$ cat src/rtl/dbg_halt_pkg.sv
package dbg_halt_pkg;

    // Key that must sit in the upper half of a control write
    localparam logic [15:0] CTRL_KEY = 16'hA05F;

    // Register word indices
    localparam int IDX_CTRL   = 0;
    localparam int IDX_SEL    = 1;
    localparam int IDX_DATA   = 2;
    localparam int IDX_VCATCH = 3;
    localparam int IDX_REASON = 4;
    localparam int NUM_REGS   = 5;

    // Status bit positions in the control word
    localparam int ST_READY   = 16;
    localparam int ST_HALTED  = 17;
    localparam int ST_SLEEP   = 18;
    localparam int ST_LOCKUP  = 19;
    localparam int ST_RETIRE  = 24;
    localparam int ST_RESET   = 25;

    // Selector direction bit and enable bit positions
    localparam int SEL_DIR_BIT = 16;
    localparam int VC_RST_BIT  = 0;
    localparam int VC_FLT_BIT  = 10;
    localparam int VC_WDT_BIT  = 24;

    localparam int REASON_W = 5;

    typedef struct packed {
        logic mask_ints;
        logic step;
        logic halt;
        logic enable;
    } dbg_ctrl_t;

    typedef struct packed {
        logic watch_en;
        logic vc_fault;
        logic vc_reset;
    } dbg_vc_t;

    typedef struct packed {
        logic       busy;
        logic       dir;
        logic [4:0] sel;
    } xfer_state_t;

    function automatic logic [31:0] pack_status(
        input dbg_ctrl_t ctrl,
        input logic      ready,
        input logic      halted,
        input logic      sleeping,
        input logic      lockup,
        input logic      retire_st,
        input logic      reset_st
    );
        logic [31:0] w;
        w            = '0;
        w[3:0]       = ctrl;
        w[ST_READY]  = ready;
        w[ST_HALTED] = halted;
        w[ST_SLEEP]  = sleeping;
        w[ST_LOCKUP] = lockup;
        w[ST_RETIRE] = retire_st;
        w[ST_RESET]  = reset_st;
        return w;
    endfunction

    function automatic logic [31:0] pack_vcatch(input dbg_vc_t vc);
        logic [31:0] w;
        w             = '0;
        w[VC_RST_BIT] = vc.vc_reset;
        w[VC_FLT_BIT] = vc.vc_fault;
        w[VC_WDT_BIT] = vc.watch_en;
        return w;
    endfunction

endpackage

$ cat src/rtl/dbg_ctrl_regs.sv
module dbg_ctrl_regs
    import dbg_halt_pkg::*;
#(
    parameter int NUM_EXC  = 8,
    parameter int NUM_PROT = 2
) (
    input  logic               clk,
    input  logic               rst,
    input  logic               wr_ctrl,
    input  logic [15:0]        wr_key,
    input  logic [3:0]         wr_ctrl_bits,
    input  logic               wr_vc,
    input  dbg_vc_t            wr_vc_bits,
    input  logic [NUM_EXC-1:0] exc_in,
    output logic [NUM_EXC-1:0] exc_out,
    output dbg_ctrl_t          ctrl_q,
    output dbg_vc_t            vc_q,
    output logic               halt_req,
    output logic               step_req
);

    logic key_ok;
    logic mask_active;

    assign key_ok = wr_ctrl && (wr_key == CTRL_KEY);

    always_ff @(posedge clk) begin
        if (rst) begin
            ctrl_q <= '0;
        end else if (key_ok) begin
            ctrl_q <= dbg_ctrl_t'(wr_ctrl_bits);
        end
    end

    always_ff @(posedge clk) begin
        if (rst) begin
            vc_q <= '0;
        end else if (wr_vc) begin
            vc_q <= wr_vc_bits;
        end
    end

    // Every control is inert unless debug is enabled
    always_comb begin
        halt_req    = ctrl_q.enable && ctrl_q.halt;
        step_req    = ctrl_q.enable && ctrl_q.step;
        mask_active = ctrl_q.enable && ctrl_q.mask_ints;
    end

    // Low lines (non-maskable, hard fault) are never masked
    for (genvar i = 0; i < NUM_EXC; i++) begin : g_exc
        if (i < NUM_PROT) begin : g_prot
            assign exc_out[i] = exc_in[i];
        end else begin : g_mask
            assign exc_out[i] = exc_in[i] && !mask_active;
        end
    end

endmodule

$ cat src/rtl/dbg_sticky_status.sv
module dbg_sticky_status
    import dbg_halt_pkg::*;
#(
    parameter int NUM_REASON = REASON_W
) (
    input  logic                  clk,
    input  logic                  rst,
    input  logic                  rd_status,
    input  logic                  wr_reason,
    input  logic [NUM_REASON-1:0] clr_bits,
    input  logic                  reset_evt,
    input  logic                  retire_evt,
    input  logic [NUM_REASON-1:0] halt_evt,
    output logic                  reset_st,
    output logic                  retire_st,
    output logic [NUM_REASON-1:0] reason_q
);

    // Sticky event flags: a new event beats the clear-on-read
    always_ff @(posedge clk) begin
        if (rst) begin
            reset_st  <= 1'b0;
            retire_st <= 1'b0;
        end else begin
            reset_st  <= reset_evt  || (reset_st  && !rd_status);
            retire_st <= retire_evt || (retire_st && !rd_status);
        end
    end

    // Halt reason flags, write-one-to-clear, set wins
    for (genvar i = 0; i < NUM_REASON; i++) begin : g_reason
        logic clr_i;
        assign clr_i = wr_reason && clr_bits[i];
        always_ff @(posedge clk) begin
            if (rst) begin
                reason_q[i] <= 1'b0;
            end else begin
                reason_q[i] <= halt_evt[i] || (reason_q[i] && !clr_i);
            end
        end
    end

endmodule

$ cat src/rtl/dbg_xfer.sv
module dbg_xfer
    import dbg_halt_pkg::*;
#(
    parameter int SEL_W  = 5,
    parameter int DATA_W = 32
) (
    input  logic              clk,
    input  logic              rst,
    input  logic              wr_sel,
    input  logic [SEL_W-1:0]  sel_bits,
    input  logic              dir_bit,
    input  logic              wr_data,
    input  logic [DATA_W-1:0] data_bits,
    input  logic              core_halted,
    input  logic              xfer_ack,
    input  logic [DATA_W-1:0] xfer_rdata,
    output logic              busy,
    output logic              dir_q,
    output logic [SEL_W-1:0]  sel_q,
    output logic [DATA_W-1:0] data_q
);

    logic accept;
    logic done;

    assign accept = wr_sel && core_halted && !busy;
    assign done   = busy && xfer_ack;

    always_ff @(posedge clk) begin
        if (rst) begin
            busy  <= 1'b0;
            dir_q <= 1'b0;
            sel_q <= '0;
        end else if (accept) begin
            busy  <= 1'b1;
            dir_q <= dir_bit;
            sel_q <= sel_bits;
        end else if (done) begin
            busy  <= 1'b0;
        end
    end

    // Data register: bus write, or capture on a finished read transfer
    always_ff @(posedge clk) begin
        if (rst) begin
            data_q <= '0;
        end else if (done && !dir_q) begin
            data_q <= xfer_rdata;
        end else if (wr_data) begin
            data_q <= data_bits;
        end
    end

endmodule

$ cat src/rtl/dbg_halt_ctrl.sv
module dbg_halt_ctrl
    import dbg_halt_pkg::*;
#(
    parameter int ADDR_W  = 3,
    parameter int NUM_EXC = 8
) (
    input  logic               clk,
    input  logic               rst,
    input  logic               bus_sel,
    input  logic               bus_wr,
    input  logic [ADDR_W-1:0]  bus_addr,
    input  logic [31:0]        bus_wdata,
    output logic [31:0]        bus_rdata,
    input  logic               core_halted,
    input  logic               core_sleeping,
    input  logic               core_lockup,
    input  logic               core_reset_evt,
    input  logic               core_retire,
    input  logic [4:0]         halt_evt,
    input  logic [NUM_EXC-1:0] exc_in,
    output logic [NUM_EXC-1:0] exc_out,
    output logic               halt_req,
    output logic               step_req,
    output logic               vc_reset_en,
    output logic               vc_fault_en,
    output logic               watch_en,
    output logic               xfer_req,
    output logic               xfer_wr,
    output logic [4:0]         xfer_sel,
    input  logic               xfer_ack,
    input  logic [31:0]        xfer_rdata,
    output logic [31:0]        xfer_wdata
);

    localparam int SEL_W  = 5;
    localparam int DATA_W = 32;

    logic [NUM_REGS-1:0] hit;
    logic [NUM_REGS-1:0] wr_hit;
    logic [NUM_REGS-1:0] rd_hit;

    for (genvar g = 0; g < NUM_REGS; g++) begin : g_dec
        assign hit[g]    = bus_sel && (bus_addr == ADDR_W'(g));
        assign wr_hit[g] = hit[g] && bus_wr;
        assign rd_hit[g] = hit[g] && !bus_wr;
    end

    dbg_ctrl_t          ctrl_q;
    dbg_vc_t            vc_q;
    dbg_vc_t            vc_wr;
    logic               reset_st;
    logic               retire_st;
    logic [REASON_W-1:0] reason_q;
    logic               xfer_busy;
    logic               dir_q;
    logic [SEL_W-1:0]   sel_q;
    logic [DATA_W-1:0]  data_q;

    assign vc_wr.vc_reset = bus_wdata[VC_RST_BIT];
    assign vc_wr.vc_fault = bus_wdata[VC_FLT_BIT];
    assign vc_wr.watch_en = bus_wdata[VC_WDT_BIT];

    dbg_ctrl_regs #(
        .NUM_EXC  (NUM_EXC),
        .NUM_PROT (2)
    ) u_ctrl (
        .clk          (clk),
        .rst          (rst),
        .wr_ctrl      (wr_hit[IDX_CTRL]),
        .wr_key       (bus_wdata[31:16]),
        .wr_ctrl_bits (bus_wdata[3:0]),
        .wr_vc        (wr_hit[IDX_VCATCH]),
        .wr_vc_bits   (vc_wr),
        .exc_in       (exc_in),
        .exc_out      (exc_out),
        .ctrl_q       (ctrl_q),
        .vc_q         (vc_q),
        .halt_req     (halt_req),
        .step_req     (step_req)
    );

    dbg_sticky_status #(
        .NUM_REASON (REASON_W)
    ) u_sticky (
        .clk        (clk),
        .rst        (rst),
        .rd_status  (rd_hit[IDX_CTRL]),
        .wr_reason  (wr_hit[IDX_REASON]),
        .clr_bits   (bus_wdata[REASON_W-1:0]),
        .reset_evt  (core_reset_evt),
        .retire_evt (core_retire),
        .halt_evt   (halt_evt),
        .reset_st   (reset_st),
        .retire_st  (retire_st),
        .reason_q   (reason_q)
    );

    dbg_xfer #(
        .SEL_W  (SEL_W),
        .DATA_W (DATA_W)
    ) u_xfer (
        .clk         (clk),
        .rst         (rst),
        .wr_sel      (wr_hit[IDX_SEL]),
        .sel_bits    (bus_wdata[SEL_W-1:0]),
        .dir_bit     (bus_wdata[SEL_DIR_BIT]),
        .wr_data     (wr_hit[IDX_DATA]),
        .data_bits   (bus_wdata),
        .core_halted (core_halted),
        .xfer_ack    (xfer_ack),
        .xfer_rdata  (xfer_rdata),
        .busy        (xfer_busy),
        .dir_q       (dir_q),
        .sel_q       (sel_q),
        .data_q      (data_q)
    );

    assign vc_reset_en = vc_q.vc_reset;
    assign vc_fault_en = vc_q.vc_fault;
    assign watch_en    = vc_q.watch_en;
    assign xfer_req    = xfer_busy;
    assign xfer_wr     = dir_q;
    assign xfer_sel    = sel_q;
    assign xfer_wdata  = data_q;

    always_comb begin
        bus_rdata = '0;
        if (hit[IDX_CTRL]) begin
            bus_rdata = pack_status(ctrl_q, !xfer_busy, core_halted,
                                    core_sleeping, core_lockup,
                                    retire_st, reset_st);
        end else if (hit[IDX_SEL]) begin
            bus_rdata[SEL_W-1:0]  = sel_q;
            bus_rdata[SEL_DIR_BIT] = dir_q;
        end else if (hit[IDX_DATA]) begin
            bus_rdata = data_q;
        end else if (hit[IDX_VCATCH]) begin
            bus_rdata = pack_vcatch(vc_q);
        end else if (hit[IDX_REASON]) begin
            bus_rdata[REASON_W-1:0] = reason_q;
        end
    end

endmodule

$ cat config.mk
export PLATFORM = sky130hd
export DESIGN_NAME = dbg_halt_ctrl
export DESIGN_NICKNAME = d
export VERILOG_FILES = /design/src/rtl/dbg_halt_pkg.sv /design/src/rtl/dbg_ctrl_regs.sv /design/src/rtl/dbg_sticky_status.sv /design/src/rtl/dbg_xfer.sv /design/src/rtl/dbg_halt_ctrl.sv
export SDC_FILE = /design/constraint.sdc
export NUM_CORES = 1
export LEC_CHECK = 0
export CAP_MARGIN = 5
export CORE_UTILIZATION = 40
export DETAILED_ROUTE_END_ITERATION = 10
export PLACE_DENSITY = 0.95
export SLEW_MARGIN = 20
export SYNTH_ARGS = -nofsm -noshare
export SYNTH_HDL_FRONTEND = slang
export SYNTH_SLANG_ARGS = --single-unit
$ cat constraint.sdc
create_clock -name clk -period 3.72 [get_ports clk]
set_clock_uncertainty 0.05 [all_clocks]
set_input_delay 0.558 -clock clk [delete_from_list [all_inputs] [get_ports clk]]
set_output_delay 0.558 -clock clk [all_outputs]
set_load 0.02 [all_outputs]
==> impl_results.md <==
* Leak Pwr at 0.001771 µW
* Yosys top cell area share at 38.53%
* Worst-path fanout max at 15
* Mux contribution to synthesized area at 15.99%
* Die width at 84.98 µm
* DRC violations left at 13
* Failing checks: design-rule violations
* Peak VDD IR at 0.1848 mV
* CTS tree: built
* Crit path kind: in2out
* Gr usage total at 25.24%
* Slew headroom at 34.90%
* Vias in the first global route at 2964
* Hold Fails Final Rpt at 0
* Logic pwr share at 19.1%
* FF+latch count, synth at 53
* Worst r2r path cells at 5
* TritonCTS buffer count at 5
* Post-CTS Setup Bufs at 0
* Switching Share at 24.80%
* Initial Util at 42.40%
* Post-Synth XOR/XNOR Area at 0%
* Peak Freq at 302.6 MHz
* Synthesized cell area at 0.002754 mm²
* Synth top area cells: dfxtp_1 (39%), mux2i_1 (16%), a211oi_1 (8.7%)
* Seq/Total Area, Yosys at 38.53%
* Complex-gate fraction of the synthesized area at 17.67%
* Worst path arrival time at 2.70 ns
* Dpl hpwl at 6930 µm
* CP Data Required Time at 3.11 ns
* Post-cts sizing count at 0
* Final Cycle Share at 88.84%
* Row count at 29
* # nets final at 560
* Worst setup SP type: primary input
* GPL Wtd Cong at 0.9233
* R2R setup slack at 1.98 ns
* Clock group share of total power at 32.4%
* DRT Wirelength at 8894 µm
* Max-slew violation count at 0
* Syn Nets at 406
* CTS H-tree depth at 2
* DIE HEIGHT at 84.98 µm
* CP Capture Type: output pin
* Max-cap check violation count at 0
* I/O Pins at 174
* Latest clock arrival within the worst-skew pair at 0.30 ns
* Hold depth at 2
* Layout cells sized above 1 at 4.246%
* RSZ-0062 raised after global routing: false
* Slew @ Worst Pin at 0.9765 ns
* PortBufs at 169
* Initial antenna violation count at 0
* Simple-gate share of the synthesized area at 22.44%
* Total grt overflow at 0
* Status: finished, violations left
* Worst Slack Setup Final at 0.4151 ns
* Sink Count at 53
* First-pass GRT wire length at 14550 µm
* Routed wire per std cell at 16.23 µm
* Core region area at 0.006495 mm²
* Sequential Power Share at 48.5%
* Antenna Cells at 0
* Die area at 0.007221 mm²
* Hold_buf cts at 0
* Syn Inst Count at 316
* Area Overhead vs Synth at 66.15%
* PwrDens at 268.1 mW/mm²
* Vias at 2941
* Synthesized area per cell at 8.715 µm²
* Largest family of logic cells by synthesized area: simple AND/OR/NAND/NOR gates
* Dpl ws at 0.4083 ns
* Cell variety after synth at 31
* Warnings from Yosys at 0
* Antenna viol nets, final at 0
* Hold Crit Class: reg2reg
* Switch Pwr at 304.3 µW
* Root Buffer: clkbuf_8
* Adder-Cell Fraction of Synth Area at 0%
* P_int at 922.6 µW
* DRT Pass-1 Iters at 11
* Largest net degree at the start of global routing at 54
* CTS clk-pin slew, worst paths at 0.09 ns
* Bufs on Longest Clock Path at 2
* Final setup violation count at 0
* Min Tclk post-route at 3.305 ns
* Via/cell ratio at 5.367
* Starting DRT DRC Count at 153
* Setup TNS at 0 ns
* Dominant cell type by area after synthesis: dfxtp_1
==> state kept, by name (all words and copies together) (netlist names) <==
signal / flops
u_xfer.busy: 1
u_ctrl.ctrl_q: 4
u_xfer.dir_q: 1
u_sticky.reason_q: 5
u_ctrl.vc_q: 3
u_sticky.retire_st: 1
u_xfer.sel_q: 5
u_sticky.reset_st: 1
u_xfer.data_q: 32
==> final timing paths <==
| check | start | endpoint |
|---|---|---|
| setup / recovery | bus_sel | bus_rdata[21] |
| hold / removal | u_sticky.retire_st | u_sticky.retire_st |
| setup reg to reg | u_xfer.busy | u_xfer.data_q[14] |
| hold reg to reg | u_sticky.retire_st | u_sticky.retire_st |
==> through the flow <==
| stage | hold WS (ns) | total power [µW] | utilization [%] | area, µm² | std cells |
|---|---|---|---|---|---|
| finish | 0.4501 | 1227 | 70.45 | 4576 | 548 |
| global placement | 0.4171 | 835.5 | 68.68 | 4461 | 540 |
| CTS | 0.4553 | 1233 | 70.45 | 4576 | 548 |
| global route | 0.4930 | 1272 | 70.45 | 4576 | 548 |
| floorplan | 0.4010 | 697.4 | - | 2754 | 316 |
| detailed placement | 0.4325 | 841.4 | 68.68 | 4461 | 540 |
==> cells in the mapped netlist <==
cell type / count
and4_1: 1
a211oi_1: 32
a2bb2oi_1: 1
mux2i_1: 44
a22oi_1: 4
o21ai_0: 10
nor2b_1: 3
a21oi_1: 16
a21bo_2: 1
nor4_4: 1
a22o_1: 7
nand4b_1: 1
nor4b_1: 3
clkbuf_1: 11
inv_1: 4
nor4bb_1: 1
and3_1: 1
and4bb_2: 2
or3b_4: 1
nand3_1: 13
buf_6: 1
o22ai_1: 1
buf_1: 2
dfxtp_1: 53
nand2b_1: 1
nand2_1: 5
and2_1: 29
nor2_1: 52
buf_2: 10
buf_4: 3
nand3b_1: 2
==> layout make-up <==
type	instances	area (µm²)
Fill cell	518	1919
Timing Repair Buffer	174	1737
Multi-Input combinational cell	232	1551
Sequential cell	53	1061
Tap cell	77	96.34
Clock buffer	5	68.82
Clock inverter	3	46.29
Inverter	4	15.01
==> placed cells by master, fill, tap and decap left out, types with 2 or more instances in the layout <==
cell / synthesis / final
o21ai_0: 10 / 10
nand3b_1: 2 / 2
a21oi_1: 16 / 16
nor2_1: 52 / 52
nor4b_1: 3 / 2
and4bb_2: 2 / 2
a22o_1: 7 / 7
clkbuf_8: 0 / 5
clkdlybuf4s50_1: 0 / 168
inv_1: 4 / 4
buf_4: 3 / 4
nand2_1: 5 / 5
nor2b_1: 3 / 3
and2_1: 29 / 29
a22oi_1: 4 / 4
dfxtp_1: 53 / 53
a211oi_1: 32 / 32
mux2i_1: 44 / 44
nand3_1: 13 / 13
==> worst max-delay path, stage by stage <==
cell and delay, ns:
clkdlybuf4s50_1 0.64, and4bb_2 0.49, buf_4 0.24, and2_1 0.15, clkdlybuf4s50_1 0.62
==> kinds of logic (layout without fill, tap and decap cells) <==
| kind of cell | Yosys count | in the layout |
|---|---|---|
| AO/OA/AOI/OAI | 72 | 72 |
| buffers and inverters | 31 | 186 |
| flip-flops | 53 | 53 |
| multiplexers | 44 | 44 |
| AND/OR/NAND/NOR | 116 | 116 |
==> routing by layer <==
metal	global-route usage, %	wire, µm
met5	0	0
met4	6.934	130
met3	6.323	708
met2	44.87	4390
met1	30.17	3664
==> power groups by stage <==
stage / sequential [µW] / clock (µW) / combinational [µW]
floorplan: 617 / 0 / 80.7
global placement: 607 / 0 / 228
detailed placement: 608 / 0 / 234
CTS: 595 / 403 / 235
global route: 597 / 423 / 252
finish: 595 / 398 / 234
No activity file was read; power rests on OpenSTA's default activity.
